==> config.mk <==
export PLATFORM = sky130hd
export DESIGN_NAME = outchain_top
export DESIGN_NICKNAME = d
export VERILOG_FILES = /design/src/rtl/outchain_pkg.sv /design/src/rtl/outchain_route_slot.sv /design/src/rtl/outchain_chain.sv /design/src/rtl/outchain_phase_ctrl.sv /design/src/rtl/outchain_top.sv
export SDC_FILE = /design/constraint.sdc
export NUM_CORES = 1
export LEC_CHECK = 0
export BUFFER_PORTS_ARGS = -buffer_cell sky130_fd_sc_hd__buf_2
export CAP_MARGIN = 5
export CORE_MARGIN = 2
export CORE_UTILIZATION = 25
export DETAILED_ROUTE_END_ITERATION = 7
export MAX_ROUTING_LAYER = met4
export PLACE_DENSITY = 0.43
export REMOVE_ABC_BUFFERS = 1
export SYNTH_ARGS = -nofsm -noshare
export SYNTH_HDL_FRONTEND = slang
export SYNTH_SLANG_ARGS = --single-unit
==> constraint.sdc <==
create_clock -name clk -period 2.6 [get_ports clk]
set_clock_uncertainty 0.05 [all_clocks]
set_input_delay 0.26 -clock clk [delete_from_list [all_inputs] [get_ports clk]]
set_output_delay 0.26 -clock clk [all_outputs]
set_load 0.02 [all_outputs]
==> src/rtl/outchain_pkg.sv <==
package outchain_pkg;

    typedef enum logic {
        UNLOAD_ASC  = 1'b0,
        UNLOAD_DESC = 1'b1
    } unload_dir_e;

    function automatic int elem_count(input int npts);
        return npts / 2 + 1;
    endfunction

endpackage

==> src/rtl/outchain_route_slot.sv <==
module outchain_route_slot #(
    parameter int W    = 16,
    parameter int IDX  = 0,
    parameter int M    = 5,
    parameter bit EVEN = 1'b1
) (
    input  logic [W-1:0] first_i,
    input  logic [W-1:0] second_i,
    input  logic         sel_i,
    output logic [W-1:0] data_o,
    output logic         keep_o
);
    // the second result is redundant at element 0, and at the last element for even sizes
    localparam bit SECOND_REDUNDANT = (IDX == 0) || (EVEN && (IDX == M - 1));

    always_comb begin
        data_o = sel_i ? second_i : first_i;
        keep_o = !(sel_i && SECOND_REDUNDANT);
    end

endmodule

==> src/rtl/outchain_chain.sv <==
module outchain_chain
    import outchain_pkg::*;
#(
    parameter int          W   = 16,
    parameter int          M   = 5,
    parameter unload_dir_e DIR = UNLOAD_ASC
) (
    input  logic               clk,
    input  logic               rst_n,
    input  logic               load_i,
    input  logic               shift_i,
    input  logic [M-1:0][W-1:0] load_data_i,
    input  logic [M-1:0]       load_keep_i,
    output logic [W-1:0]       head_data_o,
    output logic               head_keep_o
);
    typedef struct packed {
        logic [M-1:0][W-1:0] data;
        logic [M-1:0]        keep;
    } chain_t;

    chain_t st_d, st_q;

    always_comb begin
        st_d = st_q;
        if (load_i) begin
            st_d.data = load_data_i;
            st_d.keep = load_keep_i;
        end else if (shift_i) begin
            if (DIR == UNLOAD_ASC) begin
                st_d.data = {{W{1'b0}}, st_q.data[M-1:1]};
                st_d.keep = {1'b0, st_q.keep[M-1:1]};
            end else begin
                st_d.data = {st_q.data[M-2:0], {W{1'b0}}};
                st_d.keep = {st_q.keep[M-2:0], 1'b0};
            end
        end
    end

    always_ff @(posedge clk or negedge rst_n) begin
        if (!rst_n) st_q <= '0;
        else        st_q <= st_d;
    end

    generate
        if (DIR == UNLOAD_ASC) begin : g_head_low
            assign head_data_o = st_q.data[0];
            assign head_keep_o = st_q.keep[0];
        end else begin : g_head_high
            assign head_data_o = st_q.data[M-1];
            assign head_keep_o = st_q.keep[M-1];
        end
    endgenerate

endmodule

==> src/rtl/outchain_phase_ctrl.sv <==
module outchain_phase_ctrl #(
    parameter int NPTS = 8
) (
    input  logic clk,
    input  logic rst_n,
    input  logic cap_i,
    output logic load_o,
    output logic shift_o,
    output logic active_o
);
    localparam int CW = (NPTS > 1) ? $clog2(NPTS) : 1;
    localparam logic [CW-1:0] LAST = CW'(NPTS - 1);

    typedef struct packed {
        logic          active;
        logic          pend;
        logic [CW-1:0] cnt;
    } ctrl_t;

    ctrl_t st_d, st_q;
    logic  at_last;

    always_comb begin
        st_d    = st_q;
        load_o  = 1'b0;
        at_last = st_q.active && (st_q.cnt == LAST);
        if (!st_q.active) begin
            if (cap_i) begin
                load_o      = 1'b1;
                st_d.active = 1'b1;
                st_d.cnt    = '0;
            end
        end else if (at_last) begin
            st_d.pend = 1'b0;
            st_d.cnt  = '0;
            if (cap_i || st_q.pend) load_o = 1'b1;
            else                    st_d.active = 1'b0;
        end else begin
            st_d.cnt = st_q.cnt + 1'b1;
            if (cap_i) st_d.pend = 1'b1;
        end
    end

    always_ff @(posedge clk or negedge rst_n) begin
        if (!rst_n) st_q <= '0;
        else        st_q <= st_d;
    end

    assign shift_o  = st_q.active;
    assign active_o = st_q.active;


    phase_end_chk: assert property (@(posedge clk) disable iff (!rst_n)
        (st_q.active && st_q.cnt == LAST && !st_q.pend && !cap_i) |=> !st_q.active);


    pend_hold_chk: assert property (@(posedge clk) disable iff (!rst_n)
        (st_q.active && st_q.cnt != LAST && cap_i) |=> (st_q.pend && st_q.active));


    pend_restart_chk: assert property (@(posedge clk) disable iff (!rst_n)
        (st_q.active && st_q.cnt == LAST && st_q.pend) |=> (st_q.active && st_q.cnt == '0 && !st_q.pend));


    idle_load_chk: assert property (@(posedge clk) disable iff (!rst_n)
        (!st_q.active && cap_i) |=> (st_q.active && st_q.cnt == '0));

endmodule

==> src/rtl/outchain_top.sv <==
module outchain_top
    import outchain_pkg::*;
#(
    parameter int NPTS = 8,
    parameter int W    = 16,
    localparam int M   = elem_count(NPTS)
) (
    input  logic           clk,
    input  logic           rst_n,
    input  logic           cap_i,
    input  logic [M*W-1:0] res_first_i,
    input  logic [M*W-1:0] res_second_i,
    input  logic [M-1:0]   route0_i,
    input  logic [M-1:0]   route1_i,
    output logic [W-1:0]   ser0_data_o,
    output logic           ser0_vld_o,
    output logic [W-1:0]   ser1_data_o,
    output logic           ser1_vld_o
);
    localparam bit EVEN = (NPTS % 2) == 0;

    logic                      load, shift, active;
    logic [1:0][M-1:0]         route_all;
    logic [1:0][M-1:0][W-1:0]  slot_data;
    logic [1:0][M-1:0]         slot_keep;
    logic [1:0][W-1:0]         head_data;
    logic [1:0]                head_keep;

    assign route_all = {route1_i, route0_i};

    outchain_phase_ctrl #(.NPTS(NPTS)) u_ctrl (
        .clk     (clk),
        .rst_n   (rst_n),
        .cap_i   (cap_i),
        .load_o  (load),
        .shift_o (shift),
        .active_o(active)
    );

    generate
        for (genvar l = 0; l < 2; l++) begin : g_link
            for (genvar e = 0; e < M; e++) begin : g_elem
                outchain_route_slot #(.W(W), .IDX(e), .M(M), .EVEN(EVEN)) u_slot (
                    .first_i (res_first_i[e*W +: W]),
                    .second_i(res_second_i[e*W +: W]),
                    .sel_i   (route_all[l][e]),
                    .data_o  (slot_data[l][e]),
                    .keep_o  (slot_keep[l][e])
                );
            end
            outchain_chain #(
                .W(W), .M(M),
                .DIR((l == 0) ? UNLOAD_ASC : UNLOAD_DESC)
            ) u_chain (
                .clk        (clk),
                .rst_n      (rst_n),
                .load_i     (load),
                .shift_i    (shift),
                .load_data_i(slot_data[l]),
                .load_keep_i(slot_keep[l]),
                .head_data_o(head_data[l]),
                .head_keep_o(head_keep[l])
            );
        end
    endgenerate

    assign ser0_data_o = head_data[0];
    assign ser1_data_o = head_data[1];
    assign ser0_vld_o  = active && head_keep[0];
    assign ser1_vld_o  = active && head_keep[1];


    first_slot_data_chk: assert property (@(posedge clk) disable iff (!rst_n)
        $past(load) |-> (ser0_data_o == ($past(route0_i[0]) ? $past(res_second_i[W-1:0])
                                                            : $past(res_first_i[W-1:0]))));


    elem0_drop_chk: assert property (@(posedge clk) disable iff (!rst_n)
        ($past(load) && $past(route0_i[0])) |-> !ser0_vld_o);

    generate
        if (EVEN) begin : g_even_chk

            mid_dup_drop_chk: assert property (@(posedge clk) disable iff (!rst_n)
                ($past(load) && $past(route1_i[M-1])) |-> !ser1_vld_o);
        end else begin : g_odd_chk

            last_second_kept_chk: assert property (@(posedge clk) disable iff (!rst_n)
                ($past(load) && $past(route1_i[M-1])) |-> ser1_vld_o);
        end
    endgenerate

endmodule

Yosys cells after proc, flatten, opt, wreduce, memory -nomap -nowiden
Cells that the tools add are included.
{"block": "totals", "latchBits": 0, "output_inout_bits": 34, "mem_bits_rw": 0, "word_cells": 53, "mem_bits_ro": 0, "memories": 0, "reg_bits": 175}
{"block": "classes", "bitwise_logic": 0, "magnitude_cmp": 0, "n_div": 0, "n_addsub": 1, "eq_ne": 1, "shifts": 0, "mux": 24, "reduce_logical": 12, "multipliers": 0}
{"cell": "2-to-1 mux 85 bit", "n": 4}
{"cell": "2-to-1 mux 16 bit", "n": 10}
{"cell": "2-to-1 mux 1 bit", "n": 7}
{"cell": "2-to-1 mux 3 bit", "n": 2}
{"cell": "nonzero test 2 bit", "n": 3}
{"cell": "zero test 1 bit", "n": 4}
{"cell": "2-to-1 mux 4 bit", "n": 1}
{"cell": "adder 3 x 1 -> 3 bit (second input constant)", "n": 1}
{"cell": "== test 3 bit (second input constant)", "n": 1}
{"cell": "logical AND 1 bit", "n": 3}
{"cell": "AND reduction 2 bit", "n": 1}
{"cell": "logical OR 1 bit", "n": 1}

Logic depth before layout (Yosys ltp)
{"block": "logic_depth", "word_depth": 5, "depth_mapped": 9, "ltp_nobuf": 5}

Cells and area by module
Synthesis repeated with hierarchy kept, for this count alone.
{"block": "unflattened", "hier_cells": 990, "hier_area_um2": 10824.1}
{"module": "outchain_chain", "cells_per_inst": 385, "area_per_inst_um2": 3998.8, "seq_area_each_um2": 2127.0, "n_inst": 2}
{"module": "outchain_route_slot at g_link[0].g_elem[1].u_slot ...", "cells_per_inst": 20, "area_per_inst_um2": 260.2, "seq_area_each_um2": 0.0, "n_inst": 6}
{"module": "outchain_route_slot at g_link[0].g_elem[0].u_slot ...", "cells_per_inst": 19, "area_per_inst_um2": 249.0, "seq_area_each_um2": 0.0, "n_inst": 4}
{"module": "outchain_phase_ctrl", "cells_per_inst": 22, "area_per_inst_um2": 256.5, "seq_area_each_um2": 125.1, "n_inst": 1}
{"module": "outchain_top", "cells_per_inst": 2, "area_per_inst_um2": 12.5, "seq_area_each_um2": 0.0, "n_inst": 1}

Worst setup path before layout
Ideal clock, no wire load.
{"block": "synth_timing", "kind": "reg-to-reg", "from": "register u_ctrl.st_q[0] (netlist name)", "to": "register g_link[0].u_chain.st_q (netlist bit g_link[0].u_chain.head_data_o[0])", "path_slack_ps": 793, "required_time_ps": 2418, "stages_incl_launch_ff": 10, "arrival_ps": 1625, "synth_period_minus_slack_ps": 1807, "path_cell_list": "dfrtp_1 -> ha_1 -> ha_1 -> nor2b_1 -> buf_2 -> or2_1 -> buf_2 -> buf_6 -> buf_6 -> o211ai_2"}
{"block": "synth_via", "elab_chain_len": 5}
{"element": "start: declaration", "line": "outchain_phase_ctrl.sv:20", "text": "ctrl_t st_d, st_q;"}
{"element": "start signal: assignment", "line": "outchain_phase_ctrl.sv:46", "text": "else st_q <= st_d;"}
{"element": "== test 3 bit *", "line": "outchain_phase_ctrl.sv:26", "text": "at_last = st_q.active && (st_q.cnt == LAST);"}
{"element": "logical AND 1 bit *", "line": "outchain_phase_ctrl.sv:26"}
{"element": "2-to-1 mux 1 bit *", "line": "outchain_phase_ctrl.sv:33", "text": "end else if (at_last) begin"}
{"element": "2-to-1 mux 1 bit *", "line": "outchain_phase_ctrl.sv:27", "text": "if (!st_q.active) begin"}
{"element": "2-to-1 mux 85 bit or nonzero test 2 bit (tied branches)"}
{"element": "end signal: assignment", "line": "outchain_chain.sv:42", "text": "else st_q <= st_d;"}
{"element": "end: declaration", "line": "outchain_chain.sv:22", "text": "chain_t st_d, st_q;"}
Every way passes the cells marked *; elsewhere a longest branch is shown, timed or not.
A chain may end at the register's enable or synchronous reset.

Final worst setup path
{"block": "layout_timing", "from": "register u_ctrl.st_q[0] (netlist name)", "to": "register g_link[1].u_chain.st_q (netlist bit g_link[1].u_chain.head_data_o[6])"}
{"block": "layout_via", "elab_chain_len": 5}
{"element": "== test 3 bit *", "line": "outchain_phase_ctrl.sv:26"}
{"element": "logical AND 1 bit *", "line": "outchain_phase_ctrl.sv:26"}
{"element": "2-to-1 mux 1 bit *", "line": "outchain_phase_ctrl.sv:33"}
{"element": "2-to-1 mux 1 bit *", "line": "outchain_phase_ctrl.sv:27"}
{"element": "2-to-1 mux 85 bit or nonzero test 2 bit (tied branches)"}
{"element": "end signal: assignment", "line": "outchain_chain.sv:42"}
{"element": "end: declaration", "line": "outchain_chain.sv:22"}
Marked as above.

==> run summary <==
pwr dens - 868 nW/µm²
H-tree depth - 4
RSZ-0062 raised after global routing - no
Final GP Congestion - 0.730
clk_lat worst skew - 0.45 ns
# IOs - 207
initial core utilization - 25.4%
Combinational Power Share - 36.1%
hold path start - res_first_i[79]
post-detailed-route wirelength per cell - 20.4 µm
final hold viol count - 0
placed inst area - 11400 µm²
switching part of the total - 37.9%
DRC errors left - 0
Yosys warnings - 0
crit start category - flop
postcts setup bufs - 0
Mapped Cells - 964
worst min path class - primary input to flop
gr usage total - 16.5%
Nets - 1248
post-synthesis sequential area ratio - 43.3%
clock share of power - 23.6%
row count - 73
post-synthesis register bit count - 175
final critical-path share of the clock period - 82.2%
first-pass GRT wire length - 51400 µm
Die Width - 205 µm
Setup CP Type - flop to flop
dpl hpwl - 21300 µm
synthesis-to-finish area growth - 18.1%
initial antenna violation count - 1
die area - 42100 µm²
Critical Path AT - 2.45 ns
Design Area, Final - 12000 µm²
Worst-path clk slew - 0.07 ns
Placement Setup Slack - 0.491 ns
Max Cap Viol - 0
status - finished, final reports clean
CTS root buffer - clkbuf_16
DRT iter0 DRCs - 372
total clock sinks - 175
R2R Path Start - u_ctrl.st_q[0]$_DFFE_PN0P_
Hold Path Stages - 3
vias per std cell - 4.76
P_leak - 5.57 nW
Cell variety after synth - 24
core footprint - 39800 µm²
number of buffers created by CTS - 17
DRT antenna net count - 0
fin worst setup slack - 0.464 ns
Peak VDD IR - 514 µV
final WL - 32900 µm
crit-path max cell delay - 0.53 ns
Slowest-stage cell, CP - buf_12
Critical Path End Type - flop
vias in the first global route - 8108
minimum clock period - 2.14 ns
syn_area_per_cell - 10.5 µm²
fmax - 0.468 GHz
Post-CTS Resized - 0
Psw - 3.93 mW
global route overflow - 0
I/O Buffers - 206
Max Root-Sink Buffers - 2
worst r2r path cells - 6
Reg power frac - 40.3%
Hold Path End - g_link[0].u_chain.st_q[84]$_DFFE_PN0P_
Slew headroom - 56.2%
Slew Limit Fails - 0
pin count of the biggest net entering global routing - 132
Initial DRT Pass Iterations - 4
Die Y - 205 µm
slew of the pin with the lowest slew margin - 0.657 ns
total vias in the final route - 7677
FF-to-FF setup slack - 0.46 ns
worst path required time - 2.91 ns
Cell Area, Synth - 10100 µm²
internal power - 6.44 mW
final setup fails - 0
layout cell share with drive strength beyond 1 - 32.1%
reg2reg end - g_link[1].u_chain.head_data_o[6]$_DFFE_PN0P_
Critical Path Fanout Max - 131
TritonCTS clock tree - done
crit path cell chain - ha_1, ha_1, nor2b_4, buf_12, o211ai_1, o211ai_1
## cell families (layout without fill, tap and decap cells)
kind of cell / Yosys count / after routing / synth area share, %
other cells: 0 / 2 / 0
mux: 161 / 161 / 15.9
flops: 175 / 175 / 43.3
simple gates: 191 / 191 / 7.31
fa+ha+maj: 2 / 2 / 0.247
compound gates: 300 / 300 / 25.8
buf+inv: 135 / 257 / 7.43
## how the worst max path moves through the flow
| stage | start | to | slack, ns |
|---|---|---|---|
| 6_report | u_ctrl.st_q[0]$_DFFE_PN0P_ | g_link[1].u_chain.head_data_o[6]$_DFFE_PN0P_ | 0.46 |
| 5_1_grt | u_ctrl.st_q[0]$_DFFE_PN0P_ | g_link[0].u_chain.head_data_o[15]$_DFFE_PN0P_ | 0.38 |
| 4_1_cts | u_ctrl.st_q[0]$_DFFE_PN0P_ | g_link[1].u_chain.head_data_o[6]$_DFFE_PN0P_ | 0.47 |
| 3_5_place_dp | u_ctrl.st_q[0]$_DFFE_PN0P_ | g_link[1].u_chain.head_data_o[6]$_DFFE_PN0P_ | 0.49 |
| 3_3_place_gp | u_ctrl.st_q[0]$_DFFE_PN0P_ | g_link[1].u_chain.head_data_o[6]$_DFFE_PN0P_ | 0.50 |
| 2_1_floorplan | u_ctrl.st_q[0]$_DFFE_PN0P_ | g_link[0].u_chain.st_q[69]$_DFFE_PN0P_ | -7.14 |
## routing by layer
| layer | GRT usage, % | up-vias | share of wire, % |
|---|---|---|---|
| met3 | 2.04 | 24 | 2.9 |
| met5 | - | - | 0 |
| met2 | 23.9 | 140 | 44 |
| met4 | 4.52 | 0 | 1.5 |
| met1 | 24.2 | 3736 | 51 |
| li1 | - | 3777 | - |
## synth_stat cells, drive strengths merged
cell	number	area share, %
mux2	1	0.11
buf	82	5.5
a21oi	3	0.19
clkbuf	53	2.0
nand2	178	6.6
and2	2	0.12
nand3	6	0.30
nor2	1	0.037
mux2i	160	16
o211ai	260	24
o21ai	35	1.7
a22o	1	0.087
or2	2	0.12
a21o	1	0.074
dfrtp	175	43
ha	2	0.25
nor2b	1	0.062
nand2b	1	0.062
## area by class of cell
class,count,area [µm²]
Antenna cell,2,5.00
Clock buffer,21,450
Clock inverter,11,86.3
Fill cell,4269,27900
Multi-Input combinational cell,654,5020
Sequential cell,175,4380
Tap cell,525,657
Timing Repair Buffer,225,1360
## per-stage QoR
stage                     hold WS [ns]  instances  total power [mW]  setup TNS, ns  utilization (%)
final                           0.0644       1613              10.4              0             30.0
after global routing            0.0593       1612              11.1              0             30.0
after CTS                       0.0284       1611              10.6              0             30.0
after detailed placement         0.235       1578              8.03              0             28.6
after global placement           0.241       1578              8.01              0             28.6
after floorplan                -0.0856        829              6.46       -1196.38                -
## registers in the layout, summed over array words and instances, names as in the netlist
name,flops
g_link.u_chain.head_data_o,32
u_ctrl.active_o,1
g_link.u_chain.st_q,136
u_ctrl.st_q,4
g_link.u_chain.head_keep_o,2
## critical path, delay by kind of cell (launching register included)
kind                     cells  cell delay (ns)
buffers and inverters        1             0.53
adder cells (fa/ha/maj)      2             0.44
AO/OA/AOI/OAI                2             0.42
flip-flops                   1             0.40
AND/OR/NAND/NOR              1             0.17
## repair_timing
action,CTS,global route
hold buffers,1,0
endpoints found under the setup margin,0,0
hold endpoints to repair,56,0
## layout by cell type, fill, tap and decap left out
cell             n
o21ai_0         31
buf_12          14
a21oi_4          1
clkbuf_1         3
inv_6            2
mux2i_1        160
clkinv_4         3
diode_2          2
a21o_1           1
o21ai_1          4
nor2b_4          1
mux2_2           1
nor2_4           1
a22o_1           1
o211ai_2        90
clkbuf_8         2
nand2b_1         1
a21oi_1          2
buf_2          205
o211ai_1       170
dfrtp_1        175
or2_4            2
dlygate4sd3_1    1
clkbuf_16       17
ha_1             2
clkinvlp_4       5
nand2_1        178
and2_1           2
nand3_1          6
buf_4            4
clkinv_2         1
## power groups by stage
| stage | Clock [mW] | Combinational (mW) | Sequential [mW] |
|---|---|---|---|
| after CTS | 2.56 | 3.82 | 4.18 |
| after global placement | 0 | 3.75 | 4.26 |
| after floorplan | 0 | 2.25 | 4.21 |
| final | 2.45 | 3.74 | 4.18 |
| after global routing | 2.66 | 4.10 | 4.30 |
| after detailed placement | 0 | 3.81 | 4.22 |
Power figures use the tool's default switching activity.
